==> config.mk <==
export PLATFORM = sky130hd
export DESIGN_NAME = btrace_buf
export DESIGN_NICKNAME = d
export VERILOG_FILES = /design/src/rtl/btb_pkg.sv /design/src/rtl/btb_ctrl.sv /design/src/rtl/btb_store.sv /design/src/rtl/btb_readout.sv /design/src/rtl/btrace_buf.sv
export SDC_FILE = /design/constraint.sdc
export NUM_CORES = 1
export LEC_CHECK = 0
export BUFFER_PORTS_ARGS = -buffer_cell sky130_fd_sc_hd__buf_2
export CAP_MARGIN = 20
export CORE_MARGIN = 4
export CORE_UTILIZATION = 45
export CTS_BUF_LIST = sky130_fd_sc_hd__clkbuf_8
export DETAILED_ROUTE_END_ITERATION = 6
export GPL_TIMING_DRIVEN = 0
export REMOVE_ABC_BUFFERS = 1
export SLEW_MARGIN = 20
export SYNTH_ARGS = -nofsm -noshare
export SYNTH_HDL_FRONTEND = slang
export SYNTH_SLANG_ARGS = --single-unit
==> constraint.sdc <==
create_clock -name clk -period 7.99 [get_ports clk]
set_input_delay 1.1985 -clock clk [delete_from_list [all_inputs] [get_ports clk]]
set_output_delay 1.1985 -clock clk [all_outputs]
set_load 0.01 [all_outputs]
==> src/rtl/btb_pkg.sv <==
package btb_pkg;
  // register word offsets
  localparam int OFS_CTRL = 0;
  localparam int OFS_STAT = 1;
  localparam int OFS_DATA = 2;
  // control bit positions
  localparam int CB_PWR = 0;
  localparam int CB_EN  = 1;
  localparam int CB_OVF = 2;
  localparam int CB_LC  = 3;
  localparam int CTRL_W = 4;

  typedef struct packed {
    logic lc;
    logic ovf;
    logic en;
    logic pwr;
  } ctrl_t;
endpackage

==> src/rtl/btb_ctrl.sv <==
module btb_ctrl
  import btb_pkg::*;
(
  input  logic              clk,
  input  logic              rst,
  input  logic              wr_en,
  input  logic [CTRL_W-1:0] wdata,
  input  logic              ovf_evt,
  output ctrl_t             ctrl
);
  always_ff @(posedge clk) begin
    if (rst) begin
      ctrl <= '0;
    end else begin
      if (wr_en) begin
        ctrl.pwr <= wdata[CB_PWR];
        ctrl.en  <= wdata[CB_EN];
        ctrl.lc  <= wdata[CB_LC];
      end
      // power-down clears the flag; a new overflow beats a W1C clear
      if (wr_en && !wdata[CB_PWR])
        ctrl.ovf <= 1'b0;
      else if (ovf_evt)
        ctrl.ovf <= 1'b1;
      else if (wr_en && wdata[CB_OVF])
        ctrl.ovf <= 1'b0;
    end
  end
endmodule

==> src/rtl/btb_store.sv <==
module btb_store #(
  parameter int ADDR_W = 32,
  parameter int DEPTH  = 16,
  localparam int PW = $clog2(DEPTH),
  localparam int CW = $clog2(DEPTH + 1)
) (
  input  logic              clk,
  input  logic              rst,
  input  logic              pwr,
  input  logic              rec,
  input  logic [ADDR_W-1:0] br_src,
  input  logic [ADDR_W-1:0] br_dst,
  input  logic              pop_req,
  output logic              pop_en,
  output logic [ADDR_W-1:0] pop_val,
  output logic [CW-1:0]     cnt,
  output logic              half,
  output logic              ovf_evt
);
  logic [ADDR_W-1:0] mem_src [DEPTH];
  logic [ADDR_W-1:0] mem_dst [DEPTH];
  logic [PW-1:0] head, head_inc, head_a, newest, head_n;
  logic [CW-1:0] cnt_a, cnt_n;
  logic          half_a, half_n, full;

  // storage: no reset, single write port, so it maps onto small RAM
  always_ff @(posedge clk) begin
    if (rec) begin
      mem_src[head] <= br_src;
      mem_dst[head] <= br_dst;
    end
  end

  always_comb begin
    full     = (cnt == CW'(DEPTH));
    head_inc = (head == PW'(DEPTH - 1)) ? '0 : head + PW'(1);
    // step 1: the store
    head_a   = rec ? head_inc : head;
    cnt_a    = (rec && !full) ? cnt + CW'(1) : cnt;
    half_a   = rec ? 1'b0 : half;
    newest   = (head_a == '0) ? PW'(DEPTH - 1) : head_a - PW'(1);
    // step 2: the pop of the newest record
    pop_en   = pop_req && (cnt_a != '0);
    if (rec)
      pop_val = br_dst;
    else
      pop_val = half ? mem_src[newest] : mem_dst[newest];
    head_n = head_a;
    cnt_n  = cnt_a;
    half_n = half_a;
    if (pop_en) begin
      if (half_a) begin
        half_n = 1'b0;
        head_n = newest;
        cnt_n  = cnt_a - CW'(1);
      end else begin
        half_n = 1'b1;
      end
    end
    ovf_evt = rec && full;
  end

  always_ff @(posedge clk) begin
    if (rst || !pwr) begin
      head <= '0;
      cnt  <= '0;
      half <= 1'b0;
    end else begin
      head <= head_n;
      cnt  <= cnt_n;
      half <= half_n;
    end
  end
endmodule

==> src/rtl/btb_readout.sv <==
module btb_readout
  import btb_pkg::*;
#(
  parameter int DW     = 32,
  parameter int CW     = 5,
  parameter int REG_AW = 2
) (
  input  logic              clk,
  input  logic              rst,
  input  logic              rd,
  input  logic [REG_AW-1:0] addr,
  input  ctrl_t             ctrl,
  input  logic [CW-1:0]     cnt,
  input  logic              pop_en,
  input  logic [DW-1:0]     pop_val,
  output logic [DW-1:0]     rdata
);
  logic [CTRL_W-1:0] cbits;
  assign cbits = ctrl;

  always_ff @(posedge clk) begin
    if (rst) begin
      rdata <= '0;
    end else if (rd) begin
      if (addr == REG_AW'(OFS_CTRL))
        rdata <= DW'(cbits);
      else if (addr == REG_AW'(OFS_STAT))
        rdata <= DW'(cnt);
      else if (addr == REG_AW'(OFS_DATA))
        rdata <= pop_en ? pop_val : '0;
      else
        rdata <= '0;
    end
  end
endmodule

==> src/rtl/btrace_buf.sv <==
module btrace_buf
  import btb_pkg::*;
#(
  parameter int ADDR_W = 32,
  parameter int DEPTH  = 16,
  parameter int REG_AW = 2,
  localparam int CW = $clog2(DEPTH + 1)
) (
  input  logic              clk,
  input  logic              rst,
  input  logic              br_valid,
  input  logic [ADDR_W-1:0] br_src,
  input  logic [ADDR_W-1:0] br_dst,
  input  logic              reg_wr,
  input  logic              reg_rd,
  input  logic [REG_AW-1:0] reg_addr,
  input  logic [CTRL_W-1:0] reg_wdata,
  output logic [ADDR_W-1:0] reg_rdata
);
  ctrl_t             ctrl;
  logic              ctrl_wr, data_rd, rec;
  logic              pop_en, ovf_evt, half;
  logic [ADDR_W-1:0] pop_val;
  logic [CW-1:0]     cnt;

  assign ctrl_wr = reg_wr && (reg_addr == REG_AW'(OFS_CTRL));
  assign data_rd = reg_rd && (reg_addr == REG_AW'(OFS_DATA));
  assign rec     = br_valid && ctrl.pwr && ctrl.en;

  btb_ctrl u_ctrl (
    .clk    (clk),
    .rst    (rst),
    .wr_en  (ctrl_wr),
    .wdata  (reg_wdata),
    .ovf_evt(ovf_evt),
    .ctrl   (ctrl)
  );

  btb_store #(.ADDR_W(ADDR_W), .DEPTH(DEPTH)) u_store (
    .clk    (clk),
    .rst    (rst),
    .pwr    (ctrl.pwr),
    .rec    (rec),
    .br_src (br_src),
    .br_dst (br_dst),
    .pop_req(data_rd),
    .pop_en (pop_en),
    .pop_val(pop_val),
    .cnt    (cnt),
    .half   (half),
    .ovf_evt(ovf_evt)
  );

  btb_readout #(.DW(ADDR_W), .CW(CW), .REG_AW(REG_AW)) u_read (
    .clk    (clk),
    .rst    (rst),
    .rd     (reg_rd),
    .addr   (reg_addr),
    .ctrl   (ctrl),
    .cnt    (cnt),
    .pop_en (pop_en),
    .pop_val(pop_val),
    .rdata  (reg_rdata)
  );
endmodule

==> results.json <==
{
  "outcome": "complete, no violations",
  "whs_ps": 512,
  "gr-usage-all-layers_pct": 19.7,
  "cts.path.max_buffers": 3,
  "clk_latency_ps": 790,
  "stdcell_area_mm2": 0.0484,
  "final.period_utilization_pct": 57.4,
  "min_period_ps": 4590,
  "finClkSkew_ps": 28.2,
  "fmax_mhz": 218,
  "clockRootBuffer": "clkbuf_8",
  "ioPinCount": 107,
  "numPortBuffers": 106,
  "grt_pass1_vias": 21000,
  "synth-edff-count": 1024,
  "cts_tree": "done",
  "htreeDepth": 4,
  "synthTopCellsByArea": "edfxtp_1 74%, mux4_2 14%, dfxtp_1 2.2%",
  "drtIter0Drc": 1917,
  "nets": 2249,
  "slowest_delay_ps": 640,
  "worstPathCellList": "buf_2 > and3_2 > mux2_4 > inv_8 > ha_4 > a41oi_1 > o21ai_0 > o41ai_4 > buf_6 > buf_4 > buf_4 > buf_4 > buf_6 > buf_6 > mux2_2 > a22oi_1 > nand3_1",
  "drt_wl_total_um": 94700,
  "num_rows": 110,
  "ant_nets": 0,
  "ir_drop_v": 0.000148,
  "cp.arrival_ps": 5240,
  "grt_max_degree": 63,
  "setup_viol": 0,
  "final_cells": 3484,
  "endpoint_kind": "register",
  "syn_inst": 1841,
  "dr_total_vias": 20000,
  "synthTopCellsByCount": "1,024 x edfxtp_1, 259 x mux4_2, 82 x a22oi_1",
  "multi_input_area_mm2": 0.00927,
  "layout-drive-gt1-share_pct": 36.5,
  "die-height_um": 311,
  "ys_seq_area_share_pct": 76.6,
  "die-area_mm2": 0.0968,
  "worstSetupPathType": "primary input to register",
  "path_buf_inv": 8,
  "clkSlewWorstSetupHoldPaths_ps": 60,
  "drc": 0,
  "finalWeightedCongestion": 0.761,
  "powerDensity_mw_per_mm2": 217,
  "cp_slowest_cell": "o41ai_4",
  "async_flop_share_pct": 0,
  "synth_area_mm2": 0.0414,
  "dpl_cell_area_mm2": 0.0453,
  "max_slew_margin_pct": 35.1,
  "avgSynthCellArea_um2": 22.5,
  "critPathMaxFanout": 38,
  "antenna_found_initial": 16,
  "worst_pin_slew_ps": 965,
  "cts_inserted_buffers": 169,
  "wl_per_cell_um": 27.2,
  "cp_top_family": "buffers and inverters",
  "cts_sinks": 1070,
  "initial_utilization_pct": 45.7,
  "synth_top_cell_area_share_pct": 74.4,
  "synth_largest_area_cell": "edfxtp_1",
  "yosysWarnings": 0,
  "post_cts_buffers": 0,
  "slew_violations": 0,
  "hpwl_um": 61200,
  "die_x_um": 311,
  "dpl.cell_count": 3171,
  "p_leak_uw": 0.0159,
  "synth.most_common_cell": "edfxtp_1",
  "ctsResizeCount": 0,
  "detail_route.vias_per_cell": 5.75,
  "design.core.area_mm2": 0.0906,
  "hold_viol": 0,
  "overflow": 0,
  "hold_buffers": 0,
  "cp_data_required_time_ps": 8640,
  "hp-class": "register to register",
  "rsz0062_at_grt": "false",
  "regArea_mm2": 0.0317,
  "grt_pass1_wl_um": 141000,
  "drt_pass1_iterations": 5,
  "drv_cap": 0,
  "syn_to_final_growth_pct": 17.1,
  "startpoint_type": "primary input",
  "ys_ff_latch": 1070,
  "ys_types": 58,
  "ys.flop_type": "edfxtp_1",
  "fill_cells": 6930
}
[per-stage QoR]
step | util [%] | worst slack [ps] | TNS, ps | total power, µW
3_5_place_dp | 50.0 | 2560 | 0 | 6380
6_report | 53.5 | 3400 | 0 | 10500
2_1_floorplan | - | -5650 | -180690 | 6280
4_1_cts | 53.5 | 3320 | 0 | 10600
3_3_place_gp | 47.3 | -13010 | -2500640 | 6370
5_1_grt | 53.5 | 3130 | 0 | 10900
[kinds of logic (layout without fill, tap and decap cells)]
logic type | Yosys count | count (layout) | synth area share, %
simple gates | 135 | 135 | 1.69
flops | 1070 | 1070 | 76.6
fa+ha+maj | 8 | 8 | 0.242
compound gates | 117 | 117 | 2.14
other cells | 0 | 5 | 0
buf+inv | 108 | 570 | 1.39
mux | 390 | 390 | 17.6
xor+xnor | 13 | 13 | 0.345
[routing by layer]
layer / wire length [µm] / vias to the layer above / GRT usage, %
li1: - / 8518 / -
met1: 40000 / 10700 / 27.0
met2: 47100 / 644 / 32.0
met3: 5960 / 138 / 4.60
met4: 1630 / 12 / 5.32
met5: 71 / - / 0
[worst paths after layout]
kind,from,endpoint,slack (ps),cells after the start
max,br_valid,u_read.rdata[24],3400,17
min,u_ctrl.ctrl[3],u_ctrl.ctrl[3],510,2
min reg2reg,u_ctrl.ctrl[3],u_ctrl.ctrl[3],510,2
max reg2reg,u_ctrl.ctrl[0],u_read.rdata[24],3410,16
[layout by cell type (no fill, tap or decap), types with 37 or more instances in the layout]
cell type / synthesis / layout
edfxtp_1: 1024 / 1024
mux4_2: 259 / 259
clkbuf_8: 0 / 185
buf_2: 22 / 106
a22oi_1: 82 / 82
mux2_2: 81 / 81
inv_1: 10 / 75
buf_4: 10 / 48
dfxtp_1: 46 / 46
nand3_1: 43 / 43
buf_16: 0 / 37
[registers in the layout, indices dropped and copies added, names as in the netlist]
register,flops
u_ctrl.ctrl,4
u_read.rdata,32
u_store.cnt,5
u_store.half,1
u_store.head,4
u_store.mem_dst,512
u_store.mem_src,512
[report_power, final]
part | switching (µW) | internal (µW) | leakage, µW
logic | 92.6 | 28.0 | 0.00449
clock network | 2090 | 2170 | 0.00184
registers | 1.79 | 6140 | 0.00957
total | 2180 | 8340 | 0.0159
[worst min-delay path: cells and delay by family, from the launching register on]
kind / cells / cell delay [ps]
multiplexers: 1 / 70
AND/OR/NAND/NOR: 1 / 80
flip-flops: 1 / 330
[layout make-up]
type | count | share of cell area (%)
flip-flops and latches | 1070 | 65.4
multi-input cells | 663 | 19.1
repair buffers | 251 | 5.86
clock buffers | 185 | 5.26
well taps | 1176 | 3.04
clock inverters | 123 | 1.19
inverters | 11 | 0.101
diodes | 5 | 0.0258
Note: power is estimated with default switching activity, not from simulation.
